==> src/rtl/ipstk_pkg.sv <==
package ipstk_pkg;
    typedef enum logic [0:0] {
        ST_RUN     = 1'b0,
        ST_RECHECK = 1'b1
    } ipstk_state_e;
endpackage

==> src/rtl/ipstk_arb.sv <==
module ipstk_arb #(
    parameter int NSRC = 4,
    parameter int PW   = 2,
    localparam int IW  = (NSRC > 1) ? $clog2(NSRC) : 1
) (
    input  logic [NSRC-1:0]    req,
    input  logic [NSRC*PW-1:0] lvl,
    output logic               any,
    output logic [PW-1:0]      best_lvl,
    output logic [IW-1:0]      best_idx
);
    // scan from the top index down; ">=" lets lower indices win ties
    always_comb begin
        any      = 1'b0;
        best_lvl = '0;
        best_idx = '0;
        for (int i = NSRC - 1; i >= 0; i--) begin
            if (req[i] && (!any || (lvl[i*PW +: PW] >= best_lvl))) begin
                any      = 1'b1;
                best_lvl = lvl[i*PW +: PW];
                best_idx = IW'(i);
            end
        end
    end
endmodule

==> src/rtl/ipstk_next.sv <==
module ipstk_next #(
    parameter int PW    = 2,
    parameter int DEPTH = 4,
    localparam int REGW = PW * DEPTH
) (
    input  logic [REGW-1:0] cur,
    input  logic            load_stb,
    input  logic [REGW-1:0] load_val,
    input  logic            set_stb,
    input  logic [PW-1:0]   set_val,
    input  logic            rest_stb,
    input  logic            acc,
    input  logic [PW-1:0]   acc_lvl,
    output logic [REGW-1:0] nxt
);
    always_comb begin
        if (load_stb)
            nxt = load_val;
        else if (set_stb)
            nxt = {cur[REGW-PW-1:0], set_val};
        else if (rest_stb)
            nxt = {cur[PW-1:0], cur[REGW-1:PW]};
        else if (acc)
            nxt = {cur[REGW-PW-1:0], acc_lvl};
        else
            nxt = cur;
    end
endmodule

==> src/rtl/ipstk_ctl.sv <==
module ipstk_ctl #(
    parameter int NSRC  = 4,
    parameter int PW    = 2,
    parameter int DEPTH = 4,
    localparam int REGW = PW * DEPTH,
    localparam int IW   = (NSRC > 1) ? $clog2(NSRC) : 1
) (
    input  logic               clk,
    input  logic               rst_n,
    input  logic [NSRC-1:0]    irq_req,
    input  logic [NSRC*PW-1:0] irq_lvl,
    input  logic               trap_req,
    input  logic               eoi,
    input  logic               priv,
    input  logic               set_stb,
    input  logic [PW-1:0]      set_val,
    input  logic               rest_stb,
    input  logic               load_stb,
    input  logic [REGW-1:0]    load_val,
    output logic               take,
    output logic [PW-1:0]      take_lvl,
    output logic [IW-1:0]      take_src,
    output logic               take_trap,
    output logic [REGW-1:0]    ip_val
);
    import ipstk_pkg::*;

    ipstk_state_e    st_q, st_d;
    logic [REGW-1:0] ip_q, ip_d;
    logic            hw_any;
    logic [PW-1:0]   hw_lvl;
    logic [IW-1:0]   hw_idx;
    logic            cmd, eligible, hw_ok, acc;
    logic [PW-1:0]   acc_lvl;
    logic [PW-1:0]   live;

    assign live = ip_q[PW-1:0];
    assign cmd  = load_stb | set_stb | rest_stb;

    ipstk_arb #(.NSRC(NSRC), .PW(PW)) u_arb (
        .req      (irq_req),
        .lvl      (irq_lvl),
        .any      (hw_any),
        .best_lvl (hw_lvl),
        .best_idx (hw_idx)
    );

    // state transitions and accept decision
    always_comb begin
        eligible = 1'b0;
        st_d     = ST_RUN;
        unique case (st_q)
            ST_RUN:     eligible = eoi & ~priv;
            ST_RECHECK: eligible = 1'b1;
            default:    eligible = 1'b0;
        endcase
        if (cmd && eligible)
            st_d = ST_RECHECK;
        hw_ok   = hw_any && (hw_lvl > live);
        acc     = eligible && !cmd && (trap_req || hw_ok);
        acc_lvl = trap_req ? live : hw_lvl;
    end

    ipstk_next #(.PW(PW), .DEPTH(DEPTH)) u_next (
        .cur      (ip_q),
        .load_stb (load_stb),
        .load_val (load_val),
        .set_stb  (set_stb),
        .set_val  (set_val),
        .rest_stb (rest_stb),
        .acc      (acc),
        .acc_lvl  (acc_lvl),
        .nxt      (ip_d)
    );

    // state register
    always_ff @(posedge clk or negedge rst_n) begin
        if (!rst_n) begin
            st_q <= ST_RUN;
            ip_q <= '0;
        end else begin
            st_q <= st_d;
            ip_q <= ip_d;
        end
    end

    // registered outputs
    always_ff @(posedge clk or negedge rst_n) begin
        if (!rst_n) begin
            take      <= 1'b0;
            take_lvl  <= '0;
            take_src  <= '0;
            take_trap <= 1'b0;
        end else begin
            take      <= acc;
            take_lvl  <= acc ? acc_lvl : '0;
            take_src  <= (acc && !trap_req) ? hw_idx : '0;
            take_trap <= acc && trap_req;
        end
    end

    assign ip_val = ip_q;
endmodule

==> config.mk <==
export PLATFORM = sky130hd
export DESIGN_NAME = ipstk_ctl
export DESIGN_NICKNAME = d
export VERILOG_FILES = /design/src/rtl/ipstk_pkg.sv /design/src/rtl/ipstk_arb.sv /design/src/rtl/ipstk_next.sv /design/src/rtl/ipstk_ctl.sv
export SDC_FILE = /design/constraint.sdc
export NUM_CORES = 1
export LEC_CHECK = 0
export ABC_AREA = 0
export CELL_PAD_IN_SITES_DETAIL_PLACEMENT = 0
export CELL_PAD_IN_SITES_GLOBAL_PLACEMENT = 2
export CORE_ASPECT_RATIO = 2
export CORE_MARGIN = 1
export CORE_UTILIZATION = 28
export DETAILED_ROUTE_END_ITERATION = 7
export HOLD_SLACK_MARGIN = 0.06
export PLACE_DENSITY_LB_ADDON = 0.1
export SYNTH_ARGS = -nofsm -noshare
export SYNTH_HDL_FRONTEND = slang
export SYNTH_HIERARCHICAL = 1
export SYNTH_SLANG_ARGS = --single-unit
==> constraint.sdc <==
create_clock -name clk -period 5.7 [get_ports clk]
set_input_delay 0.855 -clock clk [delete_from_list [all_inputs] [get_ports clk]]
set_output_delay 0.855 -clock clk [all_outputs]
set_load 0.01 [all_outputs]
* Word level (Yosys, flattened, before mapping) *
Cells that the tools add are included.

operators by class
  magnitude comparators = 4
  multiplexer cells = 21
  bitwise operators = 5
  reductions and logical operators = 19

operator list
  cell               number
  $mux 8             4
  $mux 2             11
  $logic_and 1x1->1  9
  $ge 2x2->1         3
  $logic_not 1->1    5
  $mux 1             5
  $logic_or 1x1->1   4
  $reduce_bool 4->1  1
  $gt 2x2->1         1
  $not 1->1          2
  $or 1x1->1         2
  $pmux 1 s2         1
  $and 1x1->1        1

storage, ports and cells
  bits in registers = 15
  input port bits = 30
  output and inout bits = 14
  word-level logic and storage cells = 55

* Depth between registers and ports, before layout *
  depth in word-level cells = 21
  mapped depth = 25
  mapped depth without buffers = 24

* By module *
The synthesis kept the hierarchy.

by module, submodules not included
  module      instances  cells each  area each (sq um)  seq. area each (sq um)
  ipstk_ctl   1          40          544.3              375.4
  ipstk_arb   1          45          356.6              0.0
  ipstk_next  1          51          339.1              0.0

* Least setup slack after synthesis *
OpenSTA, ideal clock, no wires.

  path type = input -> register
  from = input irq_req[3]
  to = register ip_q[6], in the netlist ip_val[6]
  setup time = 0.137 ns
  arrival time = 5.150 ns
  required time = 5.563 ns
  slack = 0.413 ns
  stages on the path = 25
  path buffers = 1
  path through = nand2_1 -> inv_1 -> ha_1 -> nand2b_1 -> a221oi_1 -> a21o_1 -> ha_1 -> nand2b_1 -> a211o_4 -> a221oi_2 -> a31oi_1 -> ha_1 -> nor2b_1 -> o211ai_2 -> a31o_2 -> o21ai_1 -> inv_1 -> ha_1 -> nand2_1 -> o211ai_1 -> a21oi_1 -> clkbuf_2 -> mux2_2 -> o22ai_1 -> a21oi_1

between the ends
  cells in the longest elaborated chain, start to end = 18
  elaborated cells on any way between the ends = 25
  classes of those cells = 4 x order compare; 8 x mux; 13 x reduce/logical

ends and longest elaborated chain
  item                                                  RTL line         source
  start: declaration                                    ipstk_ctl.sv:10  input logic [NSRC-1:0] irq_req,
  $mux 2 / $mux 1 (equally long branches)               ipstk_arb.sv:18  if (req[i] && (!any || (lvl[i*PW +: PW] >= best_lvl))) begin
  $ge 2x2->1 / $logic_not 1->1 (equally long branches)  ipstk_arb.sv:18
  $logic_or 1x1->1                                      ipstk_arb.sv:18
  $logic_and 1x1->1                                     ipstk_arb.sv:18
  $mux 2 / $mux 1 (equally long branches)               ipstk_arb.sv:18
  $ge 2x2->1 / $logic_not 1->1 (equally long branches)  ipstk_arb.sv:18
  $logic_or 1x1->1                                      ipstk_arb.sv:18
  $logic_and 1x1->1                                     ipstk_arb.sv:18
  [4 not listed]                                        --
  $mux 2 *                                              ipstk_arb.sv:18
  named net hw_lvl[0]                                   ipstk_ctl.sv:31  logic [PW-1:0] hw_lvl;
  $gt 2x2->1 *                                          ipstk_ctl.sv:59  hw_ok = hw_any && (hw_lvl > live);
  $logic_and 1x1->1 *                                   ipstk_ctl.sv:59
  $logic_or 1x1->1 *                                    ipstk_ctl.sv:60  acc = eligible && !cmd && (trap_req || hw_ok);
  $logic_and 1x1->1 *                                   ipstk_ctl.sv:60
  named net acc                                         ipstk_ctl.sv:33  logic cmd, eligible, hw_ok, acc;
  $reduce_bool 4->1 (no line) *                         --
  end signal: assignment                                ipstk_ctl.sv:83  ip_q <= ip_d;
  end: declaration                                      ipstk_ctl.sv:29  logic [REGW-1:0] ip_q, ip_d;

Mark *: on every way through the listed nets, which the timed path passes. The rest lies on a longest branch.
A chain may end at the register's enable or synchronous reset.

* Final worst setup path *
  from = input irq_lvl[5]
  to = register ip_q[0], in the netlist ip_val[0]

between the ends
  cells in the longest elaborated chain, start to end = 17
  elaborated cells on any way between the ends = 27
  classes of those cells = 4 x order compare; 11 x mux; 12 x reduce/logical

ends and longest elaborated chain
  item                                                  RTL line         source
  start: declaration                                    ipstk_ctl.sv:11  input logic [NSRC*PW-1:0] irq_lvl,
  $ge 2x2->1                                            ipstk_arb.sv:18
  $logic_or 1x1->1                                      ipstk_arb.sv:18
  $logic_and 1x1->1                                     ipstk_arb.sv:18
  $mux 2 / $mux 1 (equally long branches)               ipstk_arb.sv:18
  $ge 2x2->1 / $logic_not 1->1 (equally long branches)  ipstk_arb.sv:18
  $logic_or 1x1->1                                      ipstk_arb.sv:18
  $logic_and 1x1->1                                     ipstk_arb.sv:18
  $mux 2 / $mux 1 (equally long branches)               ipstk_arb.sv:18
  [3 not listed]                                        --
  $mux 2 *                                              ipstk_arb.sv:18
  named net hw_lvl[0]                                   ipstk_ctl.sv:31
  $gt 2x2->1 *                                          ipstk_ctl.sv:59
  $logic_and 1x1->1 *                                   ipstk_ctl.sv:59
  $logic_or 1x1->1 *                                    ipstk_ctl.sv:60
  $logic_and 1x1->1 *                                   ipstk_ctl.sv:60
  named net acc                                         ipstk_ctl.sv:33
  $reduce_bool 4->1 (no line) *                         --

Mark *: on every way through the listed nets, which the timed path passes. The rest lies on a longest branch. The select of a mux whose other input is x is not followed.

==> run metrics <==
row count=33; EDFF count, synth=0; Hold Vio Cnt, Final=0; H-tree depth=1; post-synthesis cell type count=39; Mapped Cells=136; Synth Net Count=174; GR met2 Demand/Resource=35.4%; # hold bufs at CTS=0; layer with the highest usage=met2; aggregate global routing overflow=0; HP Class=reg2reg; # fillers=420; Clock Tree Root=clkbuf_8; required time of the worst setup path=5.80 ns; post-synthesis mux area share=11.5%; Least-Margin Pin Slew=0.715 ns; Final setup viols=0; Most used DFF post-synth=dfrtp_1; detailed placer's ending HPWL=2850 µm; initial antenna violation count=0; CTS sink cnt=15; largest family of logic cells by synthesized area=compound AO/OA/AOI/OAI gates; Leak=0.978 nW; cell mode on critical path=ha_1; mean area per synthesized cell=9.12 µm²; Synth Warn #=6; Worst EP arrival=5.51 ns; PwrDens=196 mW/mm²; CP Capture Type=flop; post-layout minimum cycle time=5.41 ns; final setup TNS=0 ns; outcome=finished, final reports clean; fin crit share=94.9%; clk_skew=0.00213 ns; synthesized area=0.00124 mm²; Antenna Cells=0; Die Height=96.1 µm; commonest cells after routing, fill and taps aside=clkdlybuf4s50_1 (39), buf_4 (23), inv_1 (16); Die ar.=0.00471 mm²; nets@finish=243; clk buf depth=2; CTS tree=done; total CTS buffers=3; largest fanout on the critical path=5; area grow syn2layout=70.0%; Routability Congestion=0.752; final WL=3660 µm; CP max stage cell=clkdlybuf4s50_1; type of the worst setup path=in2reg; R2R Setup Slk=3.60 ns; Critical Path Source Type=input pin; total power=0.414 mW; Post-Synth XOR/XNOR Area=0%; ys async rst share=100%; Pre-antenna DRT Iters=4; met1 GRT Util=13.9%; die extent in x=49.1 µm; post-route DRC violation count=0; worst-path cell chain=clkdlybuf4s50_1 > ha_1 > and2_4 > a22o_4 > a21o_1 > ha_1 > nand2b_4 > a211o_4 > a221oi_4 > a31oi_1 > ha_1 > nor2b_1 > o211ai_2 > a31o_2 > o21ai_2 > inv_1 > ha_1 > nand2_1 > o211ai_1 > a21oi_2 > buf_6 > mux2_2 > o22ai_1 > a21oi_1; CP Launch Point=irq_lvl[5]; global routing usage on met3=1.26%; gr usage total=16.1%; Post-Synth Simple-Gate Area=16.0%; clk_lat worst skew=0.25 ns; Antenna Violating Nets Remaining=0; crit path to=ip_val[0]; Fmax=185 MHz; I/O Pins=44; Yosys reg bits=15; largest net degree at the start of global routing=17; CORE AREA=0.00417 mm²; 1st-iter DRT viols=13; Initial Util=29.7%; wire per inst=14.3 µm; Port Buffers=43; share of synthesized cell area in full adder, half adder and majority cells=8.07%; Final Max Slew Viols=0; sequential area share after synthesis=30.3%; Max VDD drop=112 µV; max incr delay on CP=0.48 ns; first-pass GRT wire length=5710 µm; R2R Path End=ip_val[0]; vias in the first global route=1263; share of cells above drive strength 1=33.3%; complex-gate fraction of the synthesized area=27.1%; via/cell ratio=4.96; commonest non-fill, non-tap cell in the layout=clkdlybuf4s50_1; relative slew slack=52.2%; Critical R2R Launch=ip_val[1]; CTS clock-pin slew for the worst setup and hold paths=0.06 ns; unrepaired setup endpoints after global routing=no; count of max-cap constraint violations=0; R2R depth=9; vias=1270
[cells by family after synthesis]
kind of cell | Yosys count
AND/OR/NAND/NOR | 36
buffers and inverters | 21
AO/OA/AOI/OAI | 43
adder cells (fa/ha/maj) | 8
multiplexers | 13
flip-flops | 15
[cells in the mapped netlist (3+ instances only)]
| library cell | instances | area share [%] |
|---|---|---|
| o211ai_1 | 3 | 1.8 |
| nor2b_1 | 3 | 1.5 |
| o22ai_1 | 8 | 4.0 |
| a21oi_1 | 12 | 4.8 |
| a22o_1 | 5 | 3.5 |
| mux2_2 | 10 | 9.1 |
| nor2_1 | 10 | 3.0 |
| ha_1 | 8 | 8.1 |
| nand2b_1 | 5 | 2.5 |
| nand2_1 | 8 | 2.4 |
| mux2i_1 | 3 | 2.4 |
| inv_1 | 16 | 4.8 |
| dfrtp_1 | 15 | 30 |
[metrics by stage]
step	instance area [µm²]	util (%)	hold slack [ns]	setup slack, ns	instances
2_1_floorplan	1240	-	0.550	0.413	136
3_3_place_gp	1840	44.2	0.566	-0.198	244
3_5_place_dp	1840	44.2	0.598	-0.357	244
4_1_cts	1980	47.4	0.613	0.0123	254
5_1_grt	2110	50.6	0.691	0.0534	256
6_report	2110	50.6	0.610	0.290	256
[how the worst min path moves through the flow]
| stage | cells after the start | to | from | slack, ns |
|---|---|---|---|---|
| 2_1_floorplan | 2 | st_q | st_q | 0.55 |
| 3_3_place_gp | 2 | st_q | st_q | 0.57 |
| 3_5_place_dp | 2 | st_q | st_q | 0.60 |
| 4_1_cts | 2 | st_q | st_q | 0.61 |
| 5_1_grt | 2 | st_q | st_q | 0.69 |
| 6_report | 2 | st_q | st_q | 0.61 |
[layer usage]
metal,part of all wire [%],routed length [µm]
met4,0.85,31
met3,3.6,130
met5,0,0
met2,61,2250
met1,34,1250
[worst max-delay path, delay by kind of cell]
family	cells	cell delay (ns)
buf+inv	3	0.67
simple gates	4	0.48
mux	1	0.32
compound gates	12	2.09
fa+ha+maj	4	1.06
[registers in the layout (all words and copies together), names as in the netlist]
signal and cells:
take_src 2, st_q 1, take 1, take_lvl 2, take_trap 1, ip_val 8
[power by group]
part / internal (mW) / total [mW] / switching [mW]
Clock: 0.0484 / 0.0880 / 0.0396
Combinational: 0.120 / 0.202 / 0.0817
Sequential: 0.115 / 0.124 / 0.00958
Total: 0.283 / 0.414 / 0.131
[repair_timing]
item,CTS,global route
gates resized for setup,9,27
buffers inserted,5,2
cloned,1,0
pin swaps,4,14
setup endpoints to repair,8,11
[cell type report]
cell class,count,area (µm²),share of cell area (%)
Sequential cell,15,375,17.8
Multi-Input combinational cell,100,915,43.4
Clock buffer,3,41.3,1.96
Clock inverter,1,5.00,0.237
Tap cell,52,65.1,3.09
Timing Repair Buffer,69,647,30.7
Inverter,16,60.1,2.85
Power figures use the tool's default switching activity.
